$ cat src/rtl/rxq_pkg.sv
package rxq_pkg;

    typedef enum logic [1:0] {
        TRIG_1  = 2'd0,
        TRIG_4  = 2'd1,
        TRIG_8  = 2'd2,
        TRIG_14 = 2'd3
    } trig_sel_e;

    localparam int CFG_W        = 8;
    localparam int CFG_MODE_BIT = 0;
    localparam int CFG_FLUSH    = 1;
    localparam int CFG_TRIG_LSB = 6;

    function automatic int trig_count(trig_sel_e s);
        case (s)
            TRIG_1:  return 1;
            TRIG_4:  return 4;
            TRIG_8:  return 8;
            default: return 14;
        endcase
    endfunction

endpackage

$ cat src/rtl/rxq_cfg_decode.sv
module rxq_cfg_decode
    import rxq_pkg::*;
(
    input  logic             we,
    input  logic [CFG_W-1:0] wdata,
    input  logic             mode_q,
    input  trig_sel_e        trig_q,
    output logic             mode_d,
    output trig_sel_e        trig_d,
    output logic             flush
);
    logic unused_cfg_bits;

    always_comb begin
        mode_d = mode_q;
        trig_d = trig_q;
        flush  = 1'b0;
        if (we) begin
            mode_d = wdata[CFG_MODE_BIT];
            trig_d = trig_sel_e'(wdata[CFG_TRIG_LSB +: 2]);
            flush  = (wdata[CFG_MODE_BIT] != mode_q) || wdata[CFG_FLUSH];
        end
    end

    // bits 2..5 do not concern the receive side
    assign unused_cfg_bits = ^wdata[5:2];

endmodule

$ cat src/rtl/rxq_char_timer.sv
module rxq_char_timer #(
    parameter int LIMIT = 16
) (
    input  logic clk,
    input  logic rst_n,
    input  logic start,
    input  logic stop,
    input  logic tick,
    output logic expire
);
    localparam int CNT_W = (LIMIT > 1) ? $clog2(LIMIT) : 1;

    typedef struct packed {
        logic             run;
        logic [CNT_W-1:0] cnt;
    } tmr_t;

    tmr_t tmr_d, tmr_q;

    assign expire = tmr_q.run && tick && (tmr_q.cnt == CNT_W'(LIMIT - 1));

    always_comb begin
        tmr_d = tmr_q;
        if (stop) begin
            tmr_d.run = 1'b0;
            tmr_d.cnt = '0;
        end else if (start) begin
            tmr_d.run = 1'b1;
            tmr_d.cnt = '0;
        end else if (expire) begin
            tmr_d.run = 1'b0;
            tmr_d.cnt = '0;
        end else if (tmr_q.run && tick) begin
            tmr_d.cnt = tmr_q.cnt + 1'b1;
        end
    end

    always_ff @(posedge clk or negedge rst_n) begin
        if (!rst_n) tmr_q <= '0;
        else        tmr_q <= tmr_d;
    end

endmodule

$ cat src/rtl/rxq_store.sv
module rxq_store #(
    parameter int DEPTH  = 16,
    parameter int DATA_W = 8
) (
    input  logic                           clk,
    input  logic                           rst_n,
    input  logic                           clr,
    input  logic                           push,
    input  logic                           pop,
    input  logic [DATA_W-1:0]              wdata,
    output logic [DATA_W-1:0]              head,
    output logic [$clog2(DEPTH+1)-1:0]     level
);
    localparam int PTR_W = (DEPTH > 1) ? $clog2(DEPTH) : 1;
    localparam int LVL_W = $clog2(DEPTH + 1);

    typedef struct packed {
        logic [DEPTH-1:0][DATA_W-1:0] mem;
        logic [PTR_W-1:0]             wr;
        logic [PTR_W-1:0]             rd;
        logic [LVL_W-1:0]             cnt;
    } st_t;

    st_t st_d, st_q;

    function automatic logic [PTR_W-1:0] nxt(logic [PTR_W-1:0] p);
        return (p == PTR_W'(DEPTH - 1)) ? '0 : p + 1'b1;
    endfunction

    assign head  = st_q.mem[st_q.rd];
    assign level = st_q.cnt;

    always_comb begin
        st_d = st_q;
        if (clr) begin
            st_d.wr  = '0;
            st_d.rd  = '0;
            st_d.cnt = '0;
        end
        if (pop && st_d.cnt != '0) begin
            st_d.rd  = nxt(st_d.rd);
            st_d.cnt = st_d.cnt - 1'b1;
        end
        if (push && st_d.cnt != LVL_W'(DEPTH)) begin
            st_d.mem[st_d.wr] = wdata;
            st_d.wr           = nxt(st_d.wr);
            st_d.cnt          = st_d.cnt + 1'b1;
        end
    end

    always_ff @(posedge clk or negedge rst_n) begin
        if (!rst_n) st_q <= '0;
        else        st_q <= st_d;
    end

endmodule

$ cat src/rtl/uart_rx_fifo.sv
module uart_rx_fifo
    import rxq_pkg::*;
#(
    parameter int DEPTH     = 16,
    parameter int DATA_W    = 8,
    parameter int TMO_CHARS = 16
) (
    input  logic                       clk,
    input  logic                       rst_n,
    input  logic                       rx_valid,
    input  logic [DATA_W-1:0]          rx_byte,
    input  logic                       cfg_we,
    input  logic [CFG_W-1:0]           cfg_wdata,
    input  logic                       host_rd,
    output logic [DATA_W-1:0]          host_rdata,
    input  logic                       ovr_clr,
    input  logic                       char_tick,
    output logic                       data_ready,
    output logic                       overrun,
    output logic                       rxd_evt,
    output logic                       tmo_evt,
    output logic                       lsr_evt,
    output logic [$clog2(DEPTH+1)-1:0] fill_level
);
    localparam int LVL_W = $clog2(DEPTH + 1);

    typedef struct packed {
        logic              mode;
        trig_sel_e         trig;
        logic              data_ready;
        logic              overrun;
        logic              rxd_evt;
        logic              tmo_evt;
        logic              lsr_evt;
        logic [DATA_W-1:0] hold;
        logic [DATA_W-1:0] last;
    } ctl_t;

    ctl_t ctl_d, ctl_q;

    logic              dec_mode;
    trig_sel_e         dec_trig;
    logic              dec_flush;
    logic              st_push, st_pop;
    logic [DATA_W-1:0] st_head;
    logic [LVL_W-1:0]  st_level;
    logic [LVL_W-1:0]  lvl_w;
    logic              t_start, t_stop, t_expire;
    logic              rd_eff;
    logic              fifo_on;

    rxq_cfg_decode u_dec (
        .we     (cfg_we),
        .wdata  (cfg_wdata),
        .mode_q (ctl_q.mode),
        .trig_q (ctl_q.trig),
        .mode_d (dec_mode),
        .trig_d (dec_trig),
        .flush  (dec_flush)
    );

    rxq_store #(.DEPTH(DEPTH), .DATA_W(DATA_W)) u_store (
        .clk   (clk),
        .rst_n (rst_n),
        .clr   (dec_flush),
        .push  (st_push),
        .pop   (st_pop),
        .wdata (rx_byte),
        .head  (st_head),
        .level (st_level)
    );

    rxq_char_timer #(.LIMIT(TMO_CHARS)) u_tmr (
        .clk    (clk),
        .rst_n  (rst_n),
        .start  (t_start),
        .stop   (t_stop),
        .tick   (char_tick),
        .expire (t_expire)
    );

    assign rd_eff = host_rd && !cfg_we;

    always_comb begin
        ctl_d         = ctl_q;
        ctl_d.lsr_evt = 1'b0;
        ctl_d.mode    = dec_mode;
        ctl_d.trig    = dec_trig;
        st_push       = 1'b0;
        st_pop        = 1'b0;
        t_start       = 1'b0;
        t_stop        = dec_flush;
        lvl_w         = dec_flush ? '0 : st_level;

        if (ovr_clr) ctl_d.overrun = 1'b0;

        if (dec_flush) begin
            ctl_d.data_ready = 1'b0;
            ctl_d.rxd_evt    = 1'b0;
            ctl_d.tmo_evt    = 1'b0;
        end

        if (ctl_d.mode) begin
            // queue mode: timeout, then read, then enqueue
            if (t_expire && !dec_flush) begin
                ctl_d.data_ready = 1'b1;
                ctl_d.tmo_evt    = 1'b1;
            end
            if (rd_eff && lvl_w != '0) begin
                st_pop     = 1'b1;
                ctl_d.last = st_head;
                lvl_w      = lvl_w - 1'b1;
                if (lvl_w == '0) begin
                    ctl_d.data_ready = 1'b0;
                    ctl_d.rxd_evt    = 1'b0;
                    ctl_d.tmo_evt    = 1'b0;
                    t_stop           = 1'b1;
                end
            end
            if (rx_valid) begin
                if (lvl_w == LVL_W'(DEPTH)) begin
                    ctl_d.overrun = 1'b1;
                    ctl_d.lsr_evt = 1'b1;
                end else begin
                    st_push = 1'b1;
                    lvl_w   = lvl_w + 1'b1;
                    if (lvl_w >= LVL_W'(trig_count(ctl_d.trig))) begin
                        ctl_d.data_ready = 1'b1;
                        ctl_d.rxd_evt    = 1'b1;
                        t_stop           = 1'b1;
                    end else begin
                        t_start = 1'b1;
                        t_stop  = 1'b0;
                    end
                end
            end
        end else begin
            // single holding byte
            if (rd_eff) begin
                ctl_d.data_ready = 1'b0;
                ctl_d.rxd_evt    = 1'b0;
            end
            if (rx_valid) begin
                if (ctl_d.data_ready) begin
                    ctl_d.overrun = 1'b1;
                    ctl_d.lsr_evt = 1'b1;
                end
                ctl_d.hold       = rx_byte;
                ctl_d.data_ready = 1'b1;
                ctl_d.rxd_evt    = 1'b1;
            end
        end
    end

    always_ff @(posedge clk or negedge rst_n) begin
        if (!rst_n) ctl_q <= '0;
        else        ctl_q <= ctl_d;
    end

    assign fifo_on    = ctl_q.mode;
    assign host_rdata = ctl_q.mode ? ((st_level != '0) ? st_head : ctl_q.last)
                                   : ctl_q.hold;
    assign data_ready = ctl_q.data_ready;
    assign overrun    = ctl_q.overrun;
    assign rxd_evt    = ctl_q.rxd_evt;
    assign tmo_evt    = ctl_q.tmo_evt;
    assign lsr_evt    = ctl_q.lsr_evt;
    assign fill_level = st_level;

endmodule

$ cat config.mk
export PLATFORM = sky130hd
export DESIGN_NAME = uart_rx_fifo
export DESIGN_NICKNAME = d
export VERILOG_FILES = /design/src/rtl/rxq_pkg.sv /design/src/rtl/rxq_cfg_decode.sv /design/src/rtl/rxq_char_timer.sv /design/src/rtl/rxq_store.sv /design/src/rtl/uart_rx_fifo.sv
export SDC_FILE = /design/constraint.sdc
export NUM_CORES = 1
export LEC_CHECK = 0
export ABC_AREA = 0
export BUFFER_PORTS_ARGS = -buffer_cell sky130_fd_sc_hd__buf_4
export CAP_MARGIN = 20
export CORE_MARGIN = 10
export CORE_UTILIZATION = 46
export DETAILED_ROUTE_END_ITERATION = 6
export PLACE_DENSITY_LB_ADDON = 0.2
export SLEW_MARGIN = 20
export SYNTH_ARGS = -nofsm -noshare
export SYNTH_HDL_FRONTEND = slang
export SYNTH_SLANG_ARGS = --single-unit
$ cat constraint.sdc
create_clock -name clk -period 7.6 [get_ports clk]
set_clock_uncertainty 0.1 [all_clocks]
set_input_delay 0.76 -clock clk [delete_from_list [all_inputs] [get_ports clk]]
set_output_delay 0.76 -clock clk [all_outputs]
set_load 0.01 [all_outputs]
==> flow_summary_export.csv <==
group,metric,value,unit
route,via_count,5241,
logic_synthesis,syn_area,8600,sq um
sta,rsz0062_at_grt,"false",
sta,slew_headroom,34.3,%
sta,min_period,4.93,ns
global_route,grt_pass1_vias,5505,
floorplanning,dieWidth,157,microns
sta,min_period_over_period,64.9,%
setup_path,cp-start-kind,"register",
floorplanning,die_h,157,microns
setup_path,worst-path-max-fanout,26,
logic_synthesis,syn-instance-count,649,
sta,drv_slew,0,
setup_path,required,7.81,ns
route,met2_length,9.84,mm
setup_path,end_kind,"register",
hold_path,min-delay-path-class,"input port to async pin",
global_route,antenna_found_initial,0,
logic_synthesis,synth-async-reset-ratio,100,%
route,wl_met1,8.19,mm
finish,final_layout_size_suffix_gt1_share,39.4,%
floorplanning,initial_core_util,47.2,%
logic_synthesis,yosys_warnings,0,
finish,final_cell_area,9540,sq um
power_and_ir_drop,p_leak,4.48,nW
route,route.detailed.drc,0,
logic_synthesis,ys.flop_type,"dfrtp_1",
power_and_ir_drop,p_per_area,247,nW/um^2
sta,setup_tns,0,ns
logic_synthesis,ys_seq_area_share,49.5,%
route,viasPerCell,5.80,
logic_synthesis,ys_ff_latch,170,
setup_path,cp_data_arrival_time,5.14,ns
route,met3WireLength,822,microns
clock_network,post-cts-setup-buffers,0,
clock_network,cts.sink_count,170,
sta,finalHoldViolCount,0,
global_route,grt_usage,16.5,%
clock_network,cts-root-buf,"clkbuf_16",
finish,syn2layout_area_growth,10.9,%
power_and_ir_drop,ir_worst_vdd,0.175,mV
floorplanning,ios,41,
clock_network,cts_buffer_depth,2,
route,routedWlPerCell,21.3,microns
finish,n_antenna_cell,0,
floorplanning,rows,49,
route,topRoutingLayerUsed,"met4",
place,gp_congestion,0.812,
floorplanning,dieArea,24600,sq um
place,dpl.hpwl,12.6,mm
place,placed_area,8950,sq um
logic_synthesis,synth_fp_nets,686,
sta,setup_viol,0,
setup_path,critPathKind,"register to register",
logic_synthesis,synth_cell_type_count,55,
route,drt-total-wl,19.2,mm
global_route,grt_max_degree,107,
clock_network,clk_pin_slew,0.07,ns
clock_network,cts_buffers,17,
clock_network,clk_latency,0.43,ns
global_route,grt_pass1_wl,31.3,mm
route,ant_nets,0,
finish,nets,699,
route,first_iter_violations,409,
sta,fmax,0.203,GHz
logic_synthesis,synth_edf_count,0,
job,cap_violations,0,
sta,max_slew.worst_pin.slew,0.986,ns
place,numPortBuffers,36,
clock_network,post_cts_resized,0,
logic_synthesis,syn_area_per_cell,13.3,sq um
route,drtPass1Iterations,4,
floorplanning,core_area,18200,sq um
clock_network,htree_levels,4,
clock_network,ctsHoldBuffers,0,
global_route,grt_overflow_total,0,
clock_network,cts_tree,"done",
status,status,"finished clean",
## sequential cells by signal (all words and copies together), names as in the netlist
signal / count
tmo_evt: 1
u_tmr.tmr_q: 5
lsr_evt: 1
data_ready: 1
overrun: 1
u_store.level: 5
fifo_on: 1
rxd_evt: 1
u_store.st_q: 136
ctl_q: 18
## cell usage in the layout (no fill, tap or decap), types with 3 or more instances in the layout
cell and count:
a211oi_1 4, clkinvlp_4 4, o21ai_0 12, nand4_4 5, nor3_1 4, nand2_1 66
clkbuf_16 17, nor2b_1 4, a31oi_1 10, a21oi_1 9, nand3_4 3, and3_1 11
mux2_2 132, nand3_1 5, xor2_1 9, buf_4 39, xnor2_1 5, inv_6 5
ha_1 14, mux4_2 40, mux2_4 8, and2_1 3, dfrtp_1 169, or3_1 5
inv_1 18, nor2_1 24, nor4_1 4, nand2b_1 5
## metal layers
layer / up-vias / GRT usage, %
met5: - / 0
met4: 0 / 5.80
met3: 17 / 3.56
met2: 89 / 27.9
met1: 2761 / 20.5
li1: 2374 / -
## layout make-up
type,instances,area (sq um)
inverters,18,67.6
well taps,229,287
clock buffers,21,460
multi-input cells,415,4030
clock inverters,11,134
repair buffers,40,304
fillers,1530,8670
flip-flops and latches,170,4260
## final timing paths
kind	startpoint	end	slack, ns	cells past startpoint
worst max register to register	fifo_on	u_store.st_q[39]	2.67	8
worst max-delay path	fifo_on	u_store.st_q[39]	2.67	8
worst min-delay path	rst_n	u_store.st_q[108]	0.37	1
min in group clk	ctl_q[0]	ctl_q[0]	0.38	2
worst min register to register	ctl_q[0]	ctl_q[0]	0.38	2
max in group asynchronous	rst_n	u_store.st_q[125]	5.63	2
## power by group
part / total, mW / switching (mW) / leakage [nW] / internal [mW]
combinational: 0.416 / 0.215 / 1.92 / 0.201
clock: 0.876 / 0.368 / 0.278 / 0.507
sequential: 1.07 / 0.0617 / 2.29 / 1.01
## kinds of logic (layout without fill, tap and decap cells)
family / after synthesis / count (layout) / share of synthesized area, %
adder cells (fa/ha/maj): 14 / 14 / 2.04
buffers and inverters: 64 / 90 / 3.67
XOR/XNOR: 14 / 14 / 1.43
AND/OR/NAND/NOR: 152 / 152 / 9.86
multiplexers: 181 / 181 / 29.3
AO/OA/AOI/OAI: 54 / 54 / 4.29
flip-flops: 170 / 170 / 49.5
## worst max-delay path: stages, from the launching register on
cell and delay [ns]:
dfrtp_1 0.91, nand3b_1 0.36, nor2_1 0.75, a21boi_0 0.35, ha_1 0.26, and3_1 0.17, a31oi_4 0.81, and3_1 0.68
mux2_2 0.40
## synthesized netlist by cell type (3+ instances only)
| library cell | instances | area [sq um] |
|---|---|---|
| nand2_1 | 66 | 248 |
| or3_1 | 5 | 31.3 |
| nand3_4 | 3 | 52.6 |
| clkbuf_1 | 21 | 78.8 |
| mux2_4 | 8 | 120 |
| nor4_1 | 4 | 25.0 |
| nor2_1 | 24 | 90.1 |
| mux2_2 | 132 | 1490 |
| a31oi_1 | 10 | 62.6 |
| inv_1 | 18 | 67.6 |
| and2_1 | 3 | 18.8 |
| nand4_4 | 5 | 106 |
| buf_1 | 6 | 22.5 |
| mux4_2 | 40 | 901 |
| a21oi_1 | 9 | 45.0 |
| buf_2 | 10 | 50.1 |
| nor2b_1 | 4 | 25.0 |
| nand3_1 | 5 | 25.0 |
| and3_1 | 11 | 68.8 |
| nor3_1 | 4 | 20.0 |
| xnor2_1 | 5 | 43.8 |
| nand2b_1 | 5 | 31.3 |
| ha_1 | 14 | 175 |
| o21ai_0 | 12 | 60.1 |
| a211oi_1 | 4 | 30.0 |
| xor2_1 | 9 | 78.8 |
| dfrtp_1 | 170 | 4250 |
| buf_4 | 6 | 45.0 |
## metrics by stage
| step | setup WS, ns | power [mW] | hold WS [ns] | std cells | util, % |
|---|---|---|---|---|---|
| 3_3_place_gp | 2.83 | 1.49 | 0.359 | 872 | 49.1 |
| 5_1_grt | 2.41 | 2.48 | 0.394 | 904 | 52.4 |
| 2_1_floorplan | 4.05 | 1.37 | 0.346 | 649 | - |
| 4_1_cts | 2.68 | 2.38 | 0.378 | 904 | 52.4 |
| 3_5_place_dp | 2.67 | 1.51 | 0.362 | 872 | 49.1 |
| 6_report | 2.67 | 2.36 | 0.372 | 904 | 52.4 |
Power figures use the tool's default switching activity.
